$ cat src/rtl/dmar_pkg.sv
package dmar_pkg;
  typedef enum logic [1:0] {
    SEL_CUR_ADDR = 2'd0,
    SEL_NXT_ADDR = 2'd1,
    SEL_RLD_CNT  = 2'd2,
    SEL_CUR_CNT  = 2'd3
  } reg_sel_e;
endpackage

$ cat src/rtl/dmar_cnt_unit.sv
module dmar_cnt_unit #(
  parameter int CW = 16
) (
  input  logic          clk_i,
  input  logic          rst_ni,
  input  logic          wr_rld_i,
  input  logic          wr_cur_i,
  input  logic [CW-1:0] wdata_i,
  input  logic          step_i,
  output logic [CW-1:0] rld_cnt_o,
  output logic [CW-1:0] cur_cnt_o,
  output logic          last_o
);
  logic [CW-1:0] rld_q, cur_q, cur_d;

  // count of 0 means 2**CW remaining, so only 1 is the final transfer
  assign last_o = (cur_q == CW'(1));

  always_comb begin
    cur_d = cur_q;
    if (wr_cur_i)                cur_d = wdata_i;
    else if (step_i && last_o)   cur_d = rld_q;
    else if (step_i)             cur_d = cur_q - CW'(1);
  end

  always_ff @(posedge clk_i or negedge rst_ni) begin
    if (!rst_ni) begin
      rld_q <= '0;
      cur_q <= '0;
    end else begin
      cur_q <= cur_d;
      if (wr_rld_i) rld_q <= wdata_i;
    end
  end

  assign rld_cnt_o = rld_q;
  assign cur_cnt_o = cur_q;
endmodule

$ cat src/rtl/dmar_addr_unit.sv
module dmar_addr_unit #(
  parameter int AW = 16
) (
  input  logic          clk_i,
  input  logic          rst_ni,
  input  logic          wr_nxt_i,
  input  logic          wr_cur_i,
  input  logic [AW-1:0] wdata_i,
  input  logic          step_i,
  input  logic          reload_i,
  output logic [AW-1:0] nxt_addr_o,
  output logic [AW-1:0] cur_addr_o
);
  logic [AW-1:0] nxt_q, cur_q, cur_d;

  always_comb begin
    cur_d = cur_q;
    if (wr_cur_i)      cur_d = wdata_i;
    else if (reload_i) cur_d = nxt_q;
    else if (step_i)   cur_d = cur_q + AW'(1);
  end

  always_ff @(posedge clk_i or negedge rst_ni) begin
    if (!rst_ni) begin
      nxt_q <= '0;
      cur_q <= '0;
    end else begin
      cur_q <= cur_d;
      if (wr_nxt_i) nxt_q <= wdata_i;
    end
  end

  assign nxt_addr_o = nxt_q;
  assign cur_addr_o = cur_q;
endmodule

$ cat src/rtl/dmar_chan.sv
module dmar_chan
  import dmar_pkg::*;
#(
  parameter int AW = 16,
  parameter int CW = 16,
  localparam int DW = (AW > CW) ? AW : CW
) (
  input  logic          clk_i,
  input  logic          rst_ni,
  input  logic          reg_we_i,
  input  logic [1:0]    reg_sel_i,
  input  logic [DW-1:0] reg_wdata_i,
  output logic [DW-1:0] reg_rdata_o,
  input  logic          xfer_done_i,
  output logic [AW-1:0] addr_o,
  output logic          irq_o
);
  reg_sel_e      sel;
  logic          wr_cur_addr, wr_nxt_addr, wr_rld_cnt, wr_cur_cnt;
  logic          last, reload;
  logic [AW-1:0] cur_addr, nxt_addr;
  logic [CW-1:0] cur_cnt, rld_cnt;
  logic          irq_q;

  assign sel         = reg_sel_e'(reg_sel_i);
  assign wr_cur_addr = reg_we_i && (sel == SEL_CUR_ADDR);
  assign wr_nxt_addr = reg_we_i && (sel == SEL_NXT_ADDR);
  assign wr_rld_cnt  = reg_we_i && (sel == SEL_RLD_CNT);
  assign wr_cur_cnt  = reg_we_i && (sel == SEL_CUR_CNT);
  assign reload      = xfer_done_i && last;

  dmar_cnt_unit #(.CW(CW)) u_cnt (
    .clk_i     (clk_i),
    .rst_ni    (rst_ni),
    .wr_rld_i  (wr_rld_cnt),
    .wr_cur_i  (wr_cur_cnt),
    .wdata_i   (reg_wdata_i[CW-1:0]),
    .step_i    (xfer_done_i),
    .rld_cnt_o (rld_cnt),
    .cur_cnt_o (cur_cnt),
    .last_o    (last)
  );

  dmar_addr_unit #(.AW(AW)) u_addr (
    .clk_i      (clk_i),
    .rst_ni     (rst_ni),
    .wr_nxt_i   (wr_nxt_addr),
    .wr_cur_i   (wr_cur_addr),
    .wdata_i    (reg_wdata_i[AW-1:0]),
    .step_i     (xfer_done_i),
    .reload_i   (reload),
    .nxt_addr_o (nxt_addr),
    .cur_addr_o (cur_addr)
  );

  always_ff @(posedge clk_i or negedge rst_ni) begin
    if (!rst_ni) irq_q <= 1'b0;
    else         irq_q <= reload;
  end

  always_comb begin
    reg_rdata_o = '0;
    unique case (sel)
      SEL_CUR_ADDR: reg_rdata_o[AW-1:0] = cur_addr;
      SEL_NXT_ADDR: reg_rdata_o[AW-1:0] = nxt_addr;
      SEL_RLD_CNT:  reg_rdata_o[CW-1:0] = rld_cnt;
      SEL_CUR_CNT:  reg_rdata_o[CW-1:0] = cur_cnt;
      default:      reg_rdata_o = '0;
    endcase
  end

  assign addr_o = cur_addr;
  assign irq_o  = irq_q;
endmodule

$ cat config.mk
export PLATFORM = sky130hd
export DESIGN_NAME = dmar_chan
export DESIGN_NICKNAME = d
export VERILOG_FILES = /design/src/rtl/dmar_pkg.sv /design/src/rtl/dmar_cnt_unit.sv /design/src/rtl/dmar_addr_unit.sv /design/src/rtl/dmar_chan.sv
export SDC_FILE = /design/constraint.sdc
export NUM_CORES = 1
export LEC_CHECK = 0
export BUFFER_PORTS_ARGS = -buffer_cell sky130_fd_sc_hd__buf_2
export CAP_MARGIN = 20
export CORE_ASPECT_RATIO = 2
export CORE_MARGIN = 8
export CORE_UTILIZATION = 50
export DETAILED_ROUTE_END_ITERATION = 8
export PLACE_DENSITY = 0.74
export SYNTH_ARGS = -nofsm -noshare
export SYNTH_HDL_FRONTEND = slang
export SYNTH_SLANG_ARGS = --single-unit
export TNS_END_PERCENT = 20
$ cat constraint.sdc
create_clock -name clk_i -period 2 [get_ports clk_i]
set_input_delay 0 -clock clk_i [delete_from_list [all_inputs] [get_ports clk_i]]
set_output_delay 0 -clock clk_i [all_outputs]
set_load 0.05 [all_outputs]
# Yosys cells after proc, flatten, opt, wreduce, memory -nomap -nowiden
# Index checks and enable logic that the tools add are counted.
[op_classes] n_addsub=2 eq_ne=4 muxes=7 n_reduce_logical=8
[ops] op="16-bit two-way mux" n=6
[ops] op="16-bit case mux with 4 select lines" n=1
[ops] op="16-bit by 1-bit adder with 16-bit output, second input constant" n=1
[ops] op="16-bit by 1-bit == test with 1-bit output, second input constant" n=1
[ops] op="16-bit by 1-bit subtractor with 16-bit output, second input constant" n=1
[ops] op="3-bit nonzero test" n=2
[ops] op="1-bit logical AND" n=5
[ops] op="2-bit == test, second input constant" n=2
[ops] op="2-bit by 1-bit == test with 1-bit output, second input constant" n=1
[ops] op="2-bit logical NOT" n=1
[word_totals] ff_bits=65 in_bits=22 output_inout_bits=33 wordCells=26

# Logic depth before layout (Yosys ltp)
[depth] word_depth=4 depth_mapped=10 mapped_depth_nobuf=8

# By module
# Synthesis repeated with hierarchy kept, for this count alone.
[hier_totals] cells_unflattened=377 hier_area_um2=4081.4
[by_module_without_submodules] module="dmar_cnt_unit" n_inst=1 cells_per_inst=184 area_each_um2=1873.0 seq_area_each_um2=800.8
[by_module_without_submodules] module="dmar_addr_unit" n_inst=1 cells_per_inst=167 area_each_um2=1752.9 seq_area_each_um2=800.8
[by_module_without_submodules] module="dmar_chan" n_inst=1 cells_per_inst=26 area_each_um2=455.4 seq_area_each_um2=25.0

# Worst setup path after synthesis
# OpenSTA, ideal clock, no wires.
[synth_path] kind="register to register" from="reg u_cnt.cur_q[1], in the netlist u_cnt.cur_cnt_o[1]" to="reg u_cnt.cur_q[10], in the netlist u_cnt.cur_cnt_o[10]" setup_time_ns=0.138 arrival_time_ns=2.054 required_ns=1.862 setup_slack_ns=-0.192 path_stages_with_launch=10 n_path_buf=2 period_less_slack_ns=2.192 path_cell_list="dfrtp_1 -> inv_1 -> ha_1 -> nand2_1 -> or4_1 -> or4_1 -> buf_6 -> buf_6 -> nand2_1 -> o221ai_1"
[synth_between] elab_chain_cells=4 word_cells_on_any_way=7 classes_between="add/sub (1); eq/ne (1); mux (3); reduce/logical (2)"
[synth_rtl] element="start: declaration" line="dmar_cnt_unit.sv:14" text="logic [CW-1:0] rld_q, cur_q, cur_d;"
[synth_rtl] element="start signal: assignment" line="dmar_cnt_unit.sv:31" text="cur_q <= cur_d;"
[synth_rtl] element="16-bit by 1-bit subtractor with 16-bit output or 16-bit by 1-bit == test with 1-bit output (tied branches)" line="dmar_cnt_unit.sv:23, dmar_cnt_unit.sv:17"
[synth_rtl] element="16-bit two-way mux or 1-bit logical AND (tied branches)" line="dmar_cnt_unit.sv:23, dmar_cnt_unit.sv:22"
[synth_rtl] element="16-bit two-way mux" line="dmar_cnt_unit.sv:22" text="else if (step_i && last_o) cur_d = rld_q;"
[synth_rtl] element="16-bit two-way mux" line="dmar_cnt_unit.sv:21" text="if (wr_cur_i) cur_d = wdata_i;"
# Several ways; a longest one is shown, not always the timed one. The select of a mux whose other input is x is not followed.
# A chain may end at the register's enable or synchronous reset.

# Worst setup path in the final report
[layout_path] from="reg u_cnt.cur_q[1], in the netlist u_cnt.cur_cnt_o[1]" to="reg u_addr.cur_q[3], in the netlist u_addr.cur_addr_o[3]"
[layout_between] elab_chain_cells=4 word_cells_on_any_way=5 classes_between="eq/ne (1); mux (2); reduce/logical (2)"
[layout_rtl] element="16-bit by 1-bit == test with 1-bit output *" line="dmar_cnt_unit.sv:17" text="assign last_o = (cur_q == CW'(1));"
[layout_rtl] element="1-bit logical AND *" line="dmar_chan.sv:30" text="assign reload = xfer_done_i && last;"
[layout_rtl] element="16-bit two-way mux" line="dmar_addr_unit.sv:19" text="else if (reload_i) cur_d = nxt_q;"
[layout_rtl] element="16-bit two-way mux" line="dmar_addr_unit.sv:18" text="if (wr_cur_i) cur_d = wdata_i;"
[layout_rtl] element="end signal: assignment" line="dmar_addr_unit.sv:28" text="cur_q <= cur_d;"
[layout_rtl] element="end: declaration" line="dmar_addr_unit.sv:14" text="logic [AW-1:0] nxt_q, cur_q, cur_d;"
# Mark *: on every way between the ends. The rest lies on a longest branch, timed or not.

==> flow_summary.ini <==
[yosys]
syn_nets = 412
synth-main-ff-cell = dfrtp_1
syn_area_per_cell_um2 = 10.4
synth_seq_cells = 65
synth-async-reset-ratio = 1.00
netlist_area_um2 = 4030
yosysSeqAreaShare = 0.404
yosys_warnings = 0
synth_edf_count = 0
synth_cell_types = 47
syn_inst = 387

[drt]
ant_nets = 0
vias = 3717
drt_wl_total_mm = 12.8
drt_first_pass_iters = 5
wl_per_cell_um = 21.4
drc = 0
drtIter0Drc = 390
post_drt_via_cell_ratio = 6.22

[power]
power.density_nw_per_um2 = 1150
p_leak_uw = 0.00233
combPwrFrac = 0.406
p_int_uw = 3800
total_power_uw = 6180
p_clk_frac = 0.279
power_frac_seq = 0.315
ir_drop_mv = 0.948
p_sw_uw = 2380
p_sw_frac = 0.385

[timing]
slew_headroom = 0.415
fmax_ghz = 0.462
hold_slack_ps = 216
fin_ws_ps = -165
tightestPinTransition_ps = 877
final_hold_viol_count = 0
finalSetupViolations = 32
rsz0062_at_grt = yes
fin_worst_skew_ps = 7.35
final_max_slew_viol_count = 0
tns_ps = -2950
fin_crit_ps = 2160
fin_crit_sh = 1.08

[setup_path]
crit_type = reg -> reg
worst_setup_path_start_kind = register
critPathBufInv = 2
cp_top_family = simple AND/OR/NAND/NOR gates
end_kind = register
path_cells = inv_2, ha_4, nand2_2, or4_4, or4_4, buf_12, mux2i_1, o21ai_1
crit_fanout = 13
critPathMostFrequentCell = or4_4
r2r.worst_path.cells = 8
crit_path_max_incr_delay_ps = 520
required_ps = 2210
rr_endpoint = u_addr.cur_addr_o[3]$_DFFE_PN0P_
critPathArrivalTime_ps = 2380
crit_slowest_cell = or4_4
r2r-start = u_cnt.cur_cnt_o[1]$_DFFE_PN0P_
r2r_slack_ps = -160

[placed_design]
port_buffers = 54
place_congestion = 0.920
postPlaceCellArea_um2 = 4730
place_hpwl_mm = 8.83

[floorplanning]
fp.dieH_um = 143
fp.dieArea_um2 = 11400
start_util = 0.511
core_area_um2 = 7890
num_io_pins = 55
fp-row-count = 46
die_w_um = 79.5

[cells_and_area]
num_antenna_cells = 0
drive_gt1_frac = 0.396
design_area_um2 = 5370
final_common_cell = dfrtp_1
nets = 522
area_growth_pct = 33.3
final_cell_mix = 65 x dfrtp_1, 54 x buf_2, 48 x buf_4, 32 x mux2_2, 31 x nand3_1
final_core_util = 0.680

[global_route]
top_usage_layer = met2
grt_pass1_vias = 3965
grtUsageTotal = 0.234
grt_max_degree = 66
grt_pass1_wl_mm = 20.5
antenna_found_initial = 0
use_met2 = 0.399
use_met3 = 0.0428
use_met1 = 0.249
gr-total-overflow = 0

[run]
cap_violations = 0

[cts]
root_buffer = clkbuf_16
tritoncts = built
clkTransAtPathRegs_ps = 50
clock_latency_ps = 330
clk_path_buf_depth = 2
cts_made_buffers = 9
htreeDepth = 3
cts_sinks = 65

[run_status]
violations = negative setup slack
status = finished, violations left

[min_path]
hp-start = reg_we_i
whs_path_depth = 4
min_to = u_cnt.cur_cnt_o[0]$_DFFE_PN0P_
min_path_type = in -> reg
[state kept, by name, summed over array words and instances (netlist names)]
signal / count
u_cnt.cur_cnt_o: 16
u_cnt.rld_cnt_o: 16
u_addr.cur_addr_o: 16
irq_o: 1
u_addr.nxt_addr_o: 16
[worst register-to-register path: cells and delay by family (launching register included)]
kind / cells / cell delay [ps]
compound gates: 1 / 80
fa+ha+maj: 1 / 120
flops: 1 / 380
simple gates: 3 / 1000
buf+inv: 2 / 270
mux: 1 / 190
[cells in the mapped netlist, drive strengths merged, types with 2 or more instances]
library cell / number / area (um2)
dfrtp: 65 / 1630
nand3: 39 / 200
mux2: 32 / 360
a21oi: 28 / 140
nor3b: 23 / 173
nand2: 22 / 82.6
clkbuf: 18 / 67.6
mux4: 16 / 360
o21ai: 16 / 80.1
nor2: 15 / 56.3
xnor2: 12 / 105
nor3: 10 / 50.1
xor2: 10 / 87.6
nand3b: 8 / 60.1
o211ai: 8 / 65.1
buf: 7 / 56.3
a31oi: 5 / 31.3
inv: 5 / 18.8
nor4: 5 / 46.3
o31ai: 5 / 37.5
mux2i: 4 / 40.0
nand4: 4 / 25.0
and3: 3 / 18.8
ha: 3 / 37.5
nand2b: 3 / 18.8
o221ai: 3 / 26.3
and2: 2 / 12.5
or3: 2 / 12.5
or4: 2 / 15.0
[kinds of logic (layout without fill, tap and decap cells)]
| family | after synthesis | in the layout | share of synthesized area |
|---|---|---|---|
| and+or+nand+nor | 143 | 143 | 0.202 |
| buffers and inverters | 31 | 146 | 0.0395 |
| muxes | 52 | 52 | 0.189 |
| xor gates and xnor gates | 22 | 22 | 0.0479 |
| AOI/OAI and AO/OA | 71 | 71 | 0.108 |
| adders and majority gates | 3 | 3 | 0.00932 |
| DFF | 65 | 65 | 0.404 |
[per-layer routing]
metal / vias up / part of all wire
met5: - / 0
met4: 0 / 0.053
met3: 41 / 0.048
met2: 138 / 0.54
met1: 1864 / 0.36
li1: 1674 / -
[power groups by stage]
stage / logic [uW] / registers [uW] / clock network (uW)
3_3_place_gp: 2360 / 1930 / 0
2_1_floorplan: 1310 / 2190 / 0
5_1_grt: 2670 / 1980 / 1790
6_report: 2510 / 1950 / 1720
3_5_place_dp: 2410 / 1950 / 0
4_1_cts: 2480 / 1940 / 1750
[layout make-up]
type                    count  area [um2]
fillers                   592        2520
multi-input cells         291        2360
flip-flops and latches     65        1630
repair buffers            124         897
clock buffers              14         264
well taps                  96         120
clock inverters             2        60.1
inverters                   6        35.0
[through the flow]
stage / setup WS, ps / std cells
final: -165 / 598
after global routing: -233 / 598
after CTS: -160 / 595
after detailed placement: -219 / 560
after global placement: -179 / 560
after floorplan: -120 / 387
[how the worst max path moves through the flow]
| stage | start | endpoint | slack (ps) | cells after the start |
|---|---|---|---|---|
| floorplan | u_cnt.cur_cnt_o[1]$_DFFE_PN0P_ | u_cnt.cur_cnt_o[0]$_DFFE_PN0P_ | -120 | 9 |
| global placement | u_cnt.cur_cnt_o[1]$_DFFE_PN0P_ | u_cnt.cur_cnt_o[3]$_DFFE_PN0P_ | -180 | 8 |
| detailed placement | u_cnt.cur_cnt_o[1]$_DFFE_PN0P_ | u_cnt.cur_cnt_o[3]$_DFFE_PN0P_ | -220 | 8 |
| CTS | u_cnt.cur_cnt_o[1]$_DFFE_PN0P_ | u_addr.cur_addr_o[3]$_DFFE_PN0P_ | -160 | 8 |
| global route | u_cnt.cur_cnt_o[1]$_DFFE_PN0P_ | u_cnt.cur_cnt_o[14]$_DFFE_PN0P_ | -230 | 8 |
| finish | u_cnt.cur_cnt_o[1]$_DFFE_PN0P_ | u_addr.cur_addr_o[3]$_DFFE_PN0P_ | -160 | 8 |
[repair_timing]
action | 4_1_cts | 5_1_grt
resized for setup | 18 | 8
setup buffers | 2 | 2
endpoints found under the hold margin | 124 | 0
cloned | 0 | 1
hold buffers | 17 | 0
setup endpoints to repair | 32 | 32
pin swaps | 6 | 3
No activity file was read; power rests on OpenSTA's default activity.
